$ cat src/rtl/vdec_pwr_pkg.sv
package vdec_pwr_pkg;

    typedef enum logic [3:0] {
        ST_OFF,
        ST_IO_WAIT,
        ST_CORE_WAIT,
        ST_PD_HOLD,
        ST_RST_HOLD,
        ST_READY,
        ST_SIMUL_WAIT,
        ST_SWRST_REQ,
        ST_SWRST_WAIT,
        ST_DRAIN,
        ST_FAULT_PINS,
        ST_FAULT
    } seq_state_e;

endpackage

$ cat src/rtl/vdec_ms_tick.sv
// Millisecond prescaler: tick is high on the last clock of each millisecond.
module vdec_ms_tick #(
    parameter int CYC_PER_MS = 27000
) (
    input  logic clk_i,
    input  logic rst_ni,
    input  logic restart_i,
    output logic tick_o
);
    localparam int PRE_W = (CYC_PER_MS > 1) ? $clog2(CYC_PER_MS) : 1;
    localparam logic [PRE_W-1:0] PRE_TOP = PRE_W'(CYC_PER_MS - 1);

    logic [PRE_W-1:0] pre_q;

    always_ff @(posedge clk_i or negedge rst_ni) begin
        if (!rst_ni) begin
            pre_q <= PRE_TOP;
        end else if (restart_i || (pre_q == '0)) begin
            pre_q <= PRE_TOP;
        end else begin
            pre_q <= pre_q - 1'b1;
        end
    end

    assign tick_o = (pre_q == '0);
endmodule

$ cat src/rtl/vdec_ms_down.sv
// Millisecond down-counter; done is high in the last cycle of the wait.
module vdec_ms_down #(
    parameter int MS_W = 6
) (
    input  logic            clk_i,
    input  logic            rst_ni,
    input  logic            load_i,
    input  logic [MS_W-1:0] load_ms_i,
    input  logic            tick_i,
    output logic            done_o
);
    logic [MS_W-1:0] ms_q;

    always_ff @(posedge clk_i or negedge rst_ni) begin
        if (!rst_ni) begin
            ms_q <= '0;
        end else if (load_i) begin
            ms_q <= load_ms_i;
        end else if (tick_i && (ms_q != '0)) begin
            ms_q <= ms_q - 1'b1;
        end
    end

    assign done_o = (ms_q == '0) || ((ms_q == MS_W'(1)) && tick_i);
endmodule

$ cat src/rtl/vdec_pwr_seq.sv
module vdec_pwr_seq
    import vdec_pwr_pkg::*;
#(
    parameter int CLK_FREQ_HZ    = 27_000_000,
    parameter int STAGE_WAIT_MS  = 5,
    parameter int SOFT_WAIT_MS   = 10,
    parameter int PG_TIMEOUT_MS  = 50,
    parameter int NUM_CORE_RAILS = 3
) (
    input  logic                      clk_i,
    input  logic                      rst_ni,
    input  logic                      simple_mode_i,
    input  logic                      pwr_req_i,
    input  logic                      io_pg_i,
    input  logic [NUM_CORE_RAILS-1:0] core_pg_i,
    input  logic                      swrst_ack_i,
    output logic                      io_rail_en_o,
    output logic [NUM_CORE_RAILS-1:0] core_rail_en_o,
    output logic                      pwrdn_n_o,
    output logic                      reset_n_o,
    output logic                      swrst_req_o,
    output logic                      bus_ready_o,
    output logic                      fault_o
);
    localparam int CYC_RAW    = CLK_FREQ_HZ / 1000;
    localparam int CYC_PER_MS = (CYC_RAW > 0) ? CYC_RAW : 1;
    localparam int MAX_A      = (STAGE_WAIT_MS > SOFT_WAIT_MS) ? STAGE_WAIT_MS : SOFT_WAIT_MS;
    localparam int MAX_MS     = (MAX_A > PG_TIMEOUT_MS) ? MAX_A : PG_TIMEOUT_MS;
    localparam int MS_W       = $clog2(MAX_MS + 1);

    seq_state_e      state_q, state_nx;
    logic            tick, done, load;
    logic [MS_W-1:0] load_ms;
    logic            core_ok, all_ok;
    logic            io_en_q, core_en_q, pd_n_q, rst_n_q, swrst_q, rdy_q, fault_q;

    assign core_ok = &core_pg_i;
    assign all_ok  = io_pg_i && core_ok;

    // Shared wait timer
    vdec_ms_tick #(.CYC_PER_MS(CYC_PER_MS)) u_tick (
        .clk_i    (clk_i),
        .rst_ni   (rst_ni),
        .restart_i(load),
        .tick_o   (tick)
    );

    vdec_ms_down #(.MS_W(MS_W)) u_down (
        .clk_i    (clk_i),
        .rst_ni   (rst_ni),
        .load_i   (load),
        .load_ms_i(load_ms),
        .tick_i   (tick),
        .done_o   (done)
    );

    // Next state
    always_comb begin
        state_nx = state_q;
        unique case (state_q)
            ST_OFF: begin
                if (pwr_req_i) state_nx = simple_mode_i ? ST_SIMUL_WAIT : ST_IO_WAIT;
            end
            ST_IO_WAIT: begin
                if (!pwr_req_i)   state_nx = ST_DRAIN;
                else if (io_pg_i) state_nx = ST_CORE_WAIT;
                else if (done)    state_nx = ST_FAULT_PINS;
            end
            ST_CORE_WAIT: begin
                if (!pwr_req_i || !io_pg_i) state_nx = ST_DRAIN;
                else if (core_ok)           state_nx = ST_PD_HOLD;
                else if (done)              state_nx = ST_FAULT_PINS;
            end
            ST_PD_HOLD: begin
                if (!pwr_req_i || !all_ok) state_nx = ST_DRAIN;
                else if (done)             state_nx = ST_RST_HOLD;
            end
            ST_RST_HOLD: begin
                if (!pwr_req_i || !all_ok) state_nx = ST_DRAIN;
                else if (done)             state_nx = ST_READY;
            end
            ST_READY: begin
                if (!pwr_req_i || !all_ok) state_nx = ST_DRAIN;
            end
            ST_SIMUL_WAIT: begin
                if (!pwr_req_i)  state_nx = ST_DRAIN;
                else if (all_ok) state_nx = ST_SWRST_REQ;
                else if (done)   state_nx = ST_FAULT_PINS;
            end
            ST_SWRST_REQ: begin
                if (!pwr_req_i || !all_ok) state_nx = ST_DRAIN;
                else if (swrst_ack_i)      state_nx = ST_SWRST_WAIT;
            end
            ST_SWRST_WAIT: begin
                if (!pwr_req_i || !all_ok) state_nx = ST_DRAIN;
                else if (done)             state_nx = ST_READY;
            end
            ST_DRAIN:      state_nx = ST_OFF;
            ST_FAULT_PINS: state_nx = ST_FAULT;
            ST_FAULT: begin
                if (!pwr_req_i) state_nx = ST_OFF;
            end
            default:       state_nx = ST_OFF;
        endcase
    end

    // Timer reload on every state change
    assign load = (state_nx != state_q);

    always_comb begin
        unique case (state_nx)
            ST_IO_WAIT, ST_CORE_WAIT, ST_SIMUL_WAIT: load_ms = MS_W'(PG_TIMEOUT_MS);
            ST_PD_HOLD, ST_RST_HOLD:                 load_ms = MS_W'(STAGE_WAIT_MS);
            ST_SWRST_WAIT:                           load_ms = MS_W'(SOFT_WAIT_MS);
            default:                                 load_ms = '0;
        endcase
    end

    // State register
    always_ff @(posedge clk_i or negedge rst_ni) begin
        if (!rst_ni) state_q <= ST_OFF;
        else         state_q <= state_nx;
    end

    // Registered outputs decoded from the state being entered
    always_ff @(posedge clk_i or negedge rst_ni) begin
        if (!rst_ni) begin
            io_en_q   <= 1'b0;
            core_en_q <= 1'b0;
            pd_n_q    <= 1'b0;
            rst_n_q   <= 1'b0;
            swrst_q   <= 1'b0;
            rdy_q     <= 1'b0;
            fault_q   <= 1'b0;
        end else begin
            pd_n_q  <= 1'b0;
            rst_n_q <= 1'b0;
            swrst_q <= 1'b0;
            rdy_q   <= 1'b0;
            fault_q <= 1'b0;
            unique case (state_nx)
                ST_OFF: begin
                    io_en_q   <= 1'b0;
                    core_en_q <= 1'b0;
                end
                ST_IO_WAIT: begin
                    io_en_q   <= 1'b1;
                    core_en_q <= 1'b0;
                end
                ST_CORE_WAIT: begin
                    io_en_q   <= 1'b1;
                    core_en_q <= 1'b1;
                end
                ST_PD_HOLD: begin
                    io_en_q   <= 1'b1;
                    core_en_q <= 1'b1;
                    pd_n_q    <= 1'b1;
                end
                ST_RST_HOLD, ST_SIMUL_WAIT, ST_SWRST_WAIT: begin
                    io_en_q   <= 1'b1;
                    core_en_q <= 1'b1;
                    pd_n_q    <= 1'b1;
                    rst_n_q   <= 1'b1;
                end
                ST_SWRST_REQ: begin
                    io_en_q   <= 1'b1;
                    core_en_q <= 1'b1;
                    pd_n_q    <= 1'b1;
                    rst_n_q   <= 1'b1;
                    swrst_q   <= 1'b1;
                end
                ST_READY: begin
                    io_en_q   <= 1'b1;
                    core_en_q <= 1'b1;
                    pd_n_q    <= 1'b1;
                    rst_n_q   <= 1'b1;
                    rdy_q     <= 1'b1;
                end
                ST_DRAIN: begin
                    // rails hold for one cycle while the pins drop
                end
                ST_FAULT_PINS: begin
                    fault_q <= 1'b1;
                end
                ST_FAULT: begin
                    io_en_q   <= 1'b0;
                    core_en_q <= 1'b0;
                    fault_q   <= 1'b1;
                end
                default: begin
                    io_en_q   <= 1'b0;
                    core_en_q <= 1'b0;
                end
            endcase
        end
    end

    assign io_rail_en_o   = io_en_q;
    assign core_rail_en_o = {NUM_CORE_RAILS{core_en_q}};
    assign pwrdn_n_o      = pd_n_q;
    assign reset_n_o      = rst_n_q;
    assign swrst_req_o    = swrst_q;
    assign fault_o        = fault_q;
    // Ready withdraws in the same cycle as the request or a power-good
    assign bus_ready_o    = rdy_q && pwr_req_i && all_ok;
endmodule

$ cat config.mk
export PLATFORM = sky130hd
export DESIGN_NAME = vdec_pwr_seq
export DESIGN_NICKNAME = d
export VERILOG_FILES = /design/src/rtl/vdec_pwr_pkg.sv /design/src/rtl/vdec_ms_tick.sv /design/src/rtl/vdec_ms_down.sv /design/src/rtl/vdec_pwr_seq.sv
export SDC_FILE = /design/constraint.sdc
export NUM_CORES = 1
export LEC_CHECK = 0
export ABC_AREA = 1
export BUFFER_PORTS_ARGS = -buffer_cell sky130_fd_sc_hd__clkbuf_2
export CELL_PAD_IN_SITES_DETAIL_PLACEMENT = 1
export CELL_PAD_IN_SITES_GLOBAL_PLACEMENT = 1
export CORE_MARGIN = 1.5
export CORE_UTILIZATION = 34
export DETAILED_ROUTE_END_ITERATION = 8
export PLACE_DENSITY = 0.68
export REMOVE_ABC_BUFFERS = 1
export SYNTH_ARGS = -nofsm -noshare
export SYNTH_HDL_FRONTEND = slang
export SYNTH_HIERARCHICAL = 1
export SYNTH_SLANG_ARGS = --single-unit
$ cat constraint.sdc
create_clock -name clk_i -period 3 [get_ports clk_i]
set_input_delay 0.9 -clock clk_i [delete_from_list [all_inputs] [get_ports clk_i]]
set_output_delay 0.9 -clock clk_i [all_outputs]
set_load 0.03 [all_outputs]
### After elaboration in Yosys (flattened, before gate mapping)

Cells that the tools add are included.

* bits of input ports: 9
* logic and storage cells: 91
* register bits: 32

* reductions and logical operators: 27
* equality and inequality tests: 23
* $add $sub $neg: 2
* mux-type cells: 29

Operator list (number)
* $mux 4: 16
* $pmux 4 s10: 1
* $eq 4x3->1 const B: 8
* $eq 4x4->1 const B: 7
* $pmux 6 s3: 1
* $eq 4x2->1 const B: 4
* $logic_not 15->1: 1
* $mux 15: 1
* $sub 15x1->15 const B: 1
* $mux 6: 2
* $eq 4x1->1 const B: 2
* $reduce_or 2->1: 4
* $reduce_or 8->1: 1
* $reduce_or 7->1: 1
* $eq 6x1->1 const B: 1
* $logic_not 6->1: 1
* $reduce_bool 6->1: 1
* $reduce_or 6->1: 1
* $sub 6x1->6 const B: 1
* $logic_and 1x1->1: 5
* $mux 1: 5
* $reduce_or 5->1: 1
* $logic_not 4->1: 1
* $logic_or 1x1->1: 4
* other kinds (7): 10

### Logic depth before layout (Yosys ltp)

* word-level depth: 11
* mapped depth: 25
* gate-level depth less buffers: 25

### Cells and area by module

Netlist, hierarchy kept.

Modules (own cells, without submodules)
* vdec_pwr_seq: times used 1, cells each 181, area each 1102.3 um^2, seq. area each 275.3 um^2
* vdec_ms_tick: times used 1, cells each 115, area each 879.6 um^2, seq. area each 387.9 um^2
* vdec_ms_down: times used 1, cells each 60, area each 457.9 um^2, seq. area each 150.1 um^2

### Worst setup path before layout

No wires, ideal clock.

* path kind: reg2reg
* start point: register u_tick.pre_q[0]
* end point: register u_down.ms_q[0]
* setup time: 122 ps
* clock period less this slack: 2965 ps
* path buffers: 1
* cell stages (with the launch flop): 24
* path slack: 35 ps
* arrival: 2844 ps
* cell sequence: dfstp_2 > inv_1 > ha_1 > nand2_2 > inv_1 > nand2_1 > nor3_1 > nand4_1 > nand2_1 > inv_2 > nand2_1 > nand3_1 > nand2_1 > nand2_1 > nor2_2 > nand3_4 > xor2_1 > inv_1 > nand4_1 > clkbuf_4 > nand2_1 > o21ai_0 > nand2_1 > o21ai_2

* elaborated cells between the ends (all ways): 28

RTL lines
* start: declaration: RTL line vdec_ms_tick.sv:13 `logic [PRE_W-1:0] pre_q;`
* start signal: assignment: RTL line vdec_ms_tick.sv:21 `pre_q <= pre_q - 1'b1;`
* $logic_not 15->1 *: RTL line vdec_ms_tick.sv:25 `assign tick_o = (pre_q == '0);`
* via tick: RTL line vdec_pwr_seq.sv:32 `logic tick, done, load;`
* $logic_and 1x1->1 *: RTL line vdec_ms_down.sv:24 `assign done_o = (ms_q == '0) || ((ms_q == MS_W'(1)) && tick_i);`
* $logic_or 1x1->1 *: RTL line vdec_ms_down.sv:24
* via done: RTL line vdec_pwr_seq.sv:32
* $mux 4: RTL line vdec_pwr_seq.sv:67, vdec_pwr_seq.sv:72, vdec_pwr_seq.sv:88
* $mux 4 (on tied branches): RTL line vdec_pwr_seq.sv:87, vdec_pwr_seq.sv:66, vdec_pwr_seq.sv:71
* $mux 4 (on tied branches): RTL line vdec_pwr_seq.sv:86, vdec_pwr_seq.sv:65, vdec_pwr_seq.sv:70
* $pmux 4 s10 *: RTL line vdec_pwr_seq.sv:60 `unique case (state_q)`
* via state_nx[0]: RTL line vdec_pwr_seq.sv:31 `seq_state_e state_q, state_nx;`
* $ne 4x4->1 *: RTL line vdec_pwr_seq.sv:108 `assign load = (state_nx != state_q);`
* via load: RTL line vdec_pwr_seq.sv:32
* $mux 6 / $reduce_bool 2->1 (equally long branches)
* end signal: assignment: RTL line vdec_ms_down.sv:18 `ms_q <= load_ms_i;`
* end signal: assignment: RTL line vdec_ms_down.sv:20 `ms_q <= ms_q - 1'b1;`
* end: declaration: RTL line vdec_ms_down.sv:12 `logic [MS_W-1:0] ms_q;`

The timed path passes the listed nets; every way through them passes the cells marked *.
A chain may end at the register's enable or synchronous reset.

### Worst setup path after layout

* start point: register u_tick.pre_q[7]
* end point: register u_down.ms_q[1]

The elaborated chain is that of the path after synthesis.

==> impl_metrics.json <==
{
  "synth_compound_area_share_pct": 4.77,
  "ys_async_sr_fraction_pct": 100,
  "leakagePower_nw": 1.51,
  "min_path_type": "reg2reg",
  "final_cell_mix": "nand2_1, nor2_1, nand3_1",
  "place.gp.congestion": 0.836,
  "peakVddDrop_v": 0.000504,
  "insertion_delay_ns": 0.28,
  "synth-edff-count": 0,
  "syn_inst": 356,
  "netlist_area_um2": 2440,
  "area.growth.synth_to_final_pct": 20.4,
  "layout_worst_path_cycle_share_pct": 91.2,
  "seq_power_share_pct": 21.1,
  "post-place-ws_ns": 0.0307,
  "clock_sinks": 32,
  "crit_type": "reg2reg",
  "top_layer": "met4",
  "p_int_mw": 1.53,
  "initial_core_util_pct": 35.5,
  "synth_top_family_by_area": "simple AND/OR/NAND/NOR gates",
  "hold_violations": 0,
  "overflow": 0,
  "dr.pass1.iters": 4,
  "dp_hpwl_um": 5140,
  "crit_path_end_kind": "register",
  "outcome": "finished, final reports clean",
  "max_slew.worst_pin.slew_ns": 0.823,
  "swShare_pct": 49.8,
  "synth_top_area_share_pct": 22.6,
  "core_region_area_um2": 6870,
  "met1_length_um": 3560,
  "cts_tree": "built",
  "cts_root_buffer": "clkbuf_8",
  "final_area_um2": 2940,
  "die-area_um2": 7690,
  "postSynthAreaPerCell_um2": 6.85,
  "io_pins": 18,
  "netlist_top_cells_area": "dfrtp_1, nand2_1, dfstp_2",
  "post-route-min-period_ns": 2.74,
  "synth-simple-area-share_pct": 47.6,
  "numCtsBuffers": 5,
  "route.met2.wl_um": 2780,
  "largest_registers": "u_tick/pre_q: 15 flops, u_down/ms_q: 6 flops, state_q: 4 flops",
  "synthMuxAreaShare_pct": 0,
  "ys_seq_area_share_pct": 33.3,
  "max_freq_mhz": 366,
  "drc": 0,
  "final_common_cell": "nand2_1",
  "grtUsageTotal_pct": 18.8,
  "fin_skew_ns": 0.00752,
  "drv_cap": 0,
  "required_ns": 3.17,
  "wl_met3_um": 180,
  "power_per_cell_area_nw_per_um2": 1040,
  "synth_xor_area_share_pct": 2.51,
  "worst_hold_slack_ns": 0.463,
  "crit_fanout": 13,
  "drive_above_1_share_pct": 29.8,
  "finalNetCount": 409,
  "p_total_mw": 3.05,
  "switching_power_mw": 1.52,
  "ys_warn_count": 6,
  "yosysTopAreaCell": "dfrtp_1",
  "place_area_um2": 2710,
  "p_comb_share_pct": 65.2,
  "diodes": 0,
  "maxSlewHeadroom_pct": 45.1,
  "grt_pass1_vias": 2264,
  "fin_cells": 492,
  "die_h_um": 87.7,
  "clk_pin_slew_ns": 0.07,
  "drtIter0Drc": 103,
  "largest_reg_flops": 15,
  "io_buffers": 17,
  "fin_util_pct": 42.8,
  "worst_slack_ns": 0.264,
  "place_inst": 477,
  "synth-seq-cells": 32,
  "grt_first_pass_wirelength_um": 11400,
  "synthFlopType": "dfrtp_1",
  "maxSlewViolCount": 0,
  "avgRoutedWirePerCell_um": 13.3,
  "num_rows": 30,
  "clk_path_buf_depth": 2,
  "dieWidth_um": 87.7,
  "top_register": "u_tick/pre_q",
  "grt_max_degree": 33,
  "crit_arrival_ns": 2.91,
  "reg2reg_slack_ns": 0.26,
  "htree_levels": 2,
  "vias": 2318,
  "p_clk_share_pct": 13.7,
  "yosysUniqueCellTypes": 31,
  "setup_tns_ns": 0,
  "synth_fa_ha_area_share_pct": 2.56,
  "vias_per_cell": 4.71,
  "antenna_found_initial": 0,
  "setup_violations": 0,
  "fill_cells": 912,
  "drt_wl_total_um": 6560,
  "ant_nets": 0,
  "critPathLaunchType": "register"
}
==> critical path: stages (launching register included) <==
cell	delay [ns]
dfrtp_1	0.41
nor2_2	0.13
nand4_1	0.14
nor3_2	0.21
nand4_1	0.13
nand2_2	0.14
inv_4	0.07
nand2_2	0.07
nand3_1	0.09
nand2_1	0.07
nand2_1	0.06
nor2_2	0.15
nand3_4	0.09
xor2_1	0.14
inv_1	0.06
nand4_1	0.12
buf_12	0.19
clkinvlp_4	0.11
nand2_4	0.07
nand2_1	0.10
o21ai_2	0.06
==> per-layer routing <==
metal	global-route usage, %	vias to the layer above
li1	-	1183
met1	29.1	1102
met3	3.39	5
met5	0	-
met4	3.46	0
met2	27.1	28
==> cell families (layout without fill, tap and decap cells) <==
logic type / Yosys count / count (layout)
simple gates: 245 / 245
fa+ha+maj: 5 / 5
compound gates: 16 / 16
xor+xnor: 7 / 7
buf+inv: 51 / 91
flops: 32 / 32
==> Yosys cell counts (3+ instances only) <==
library cell,n
a21oi_1,3
buf_4,4
dfrtp_1,22
dfstp_2,10
ha_1,5
inv_1,37
inv_2,7
nand2_1,117
nand2_2,8
nand2_4,3
nand3_1,39
nand3b_1,3
nand4_1,5
nor2_1,43
nor2_2,13
nor2_4,6
o21ai_0,4
o21ai_1,3
or2_2,3
xnor2_1,3
xor2_1,4
==> path summary, 6_finish.rpt <==
| path | from | endpoint | cells after the start |
|---|---|---|---|
| setup reg to reg | u_tick/pre_q[7] | u_down/ms_q[1] | 20 |
| min in group asynchronous | rst_ni | u_down/ms_q[3] | 1 |
| hold reg to reg | u_tick/pre_q[0] | u_tick/pre_q[0] | 1 |
| setup / recovery | u_tick/pre_q[7] | u_down/ms_q[1] | 20 |
| max in group asynchronous | rst_ni | fault_o | 1 |
| hold / removal | u_tick/pre_q[0] | u_tick/pre_q[0] | 1 |
==> repair_timing <==
| action | CTS | global route |
|---|---|---|
| gates resized for setup | 0 | 17 |
| hold endpoints to repair | 0 | 0 |
| setup endpoints to repair | 0 | 22 |
| hold buffers | 0 | 0 |
| setup buffers | 0 | 7 |
==> area by class of cell <==
cell class / instances / area [um^2] / share of cell area (%)
timing repair buffer: 39 / 275 / 9.37
tap: 96 / 120 / 4.09
inverter: 44 / 171 / 5.83
sequential: 32 / 813 / 27.7
clock buffer: 5 / 68.8 / 2.34
clock inverter: 3 / 42.5 / 1.45
multi-input combinational: 273 / 1450 / 49.2
==> power by group through the flow <==
stage	sequential (mW)	clock (mW)	combinational, mW
after floorplan	0.720	0	1.17
after global placement	0.648	0	1.79
after detailed placement	0.651	0	1.83
after CTS	0.643	0.431	1.84
after global routing	0.658	0.448	2.23
final	0.645	0.416	1.99
(Power assumes the default switching activity.)
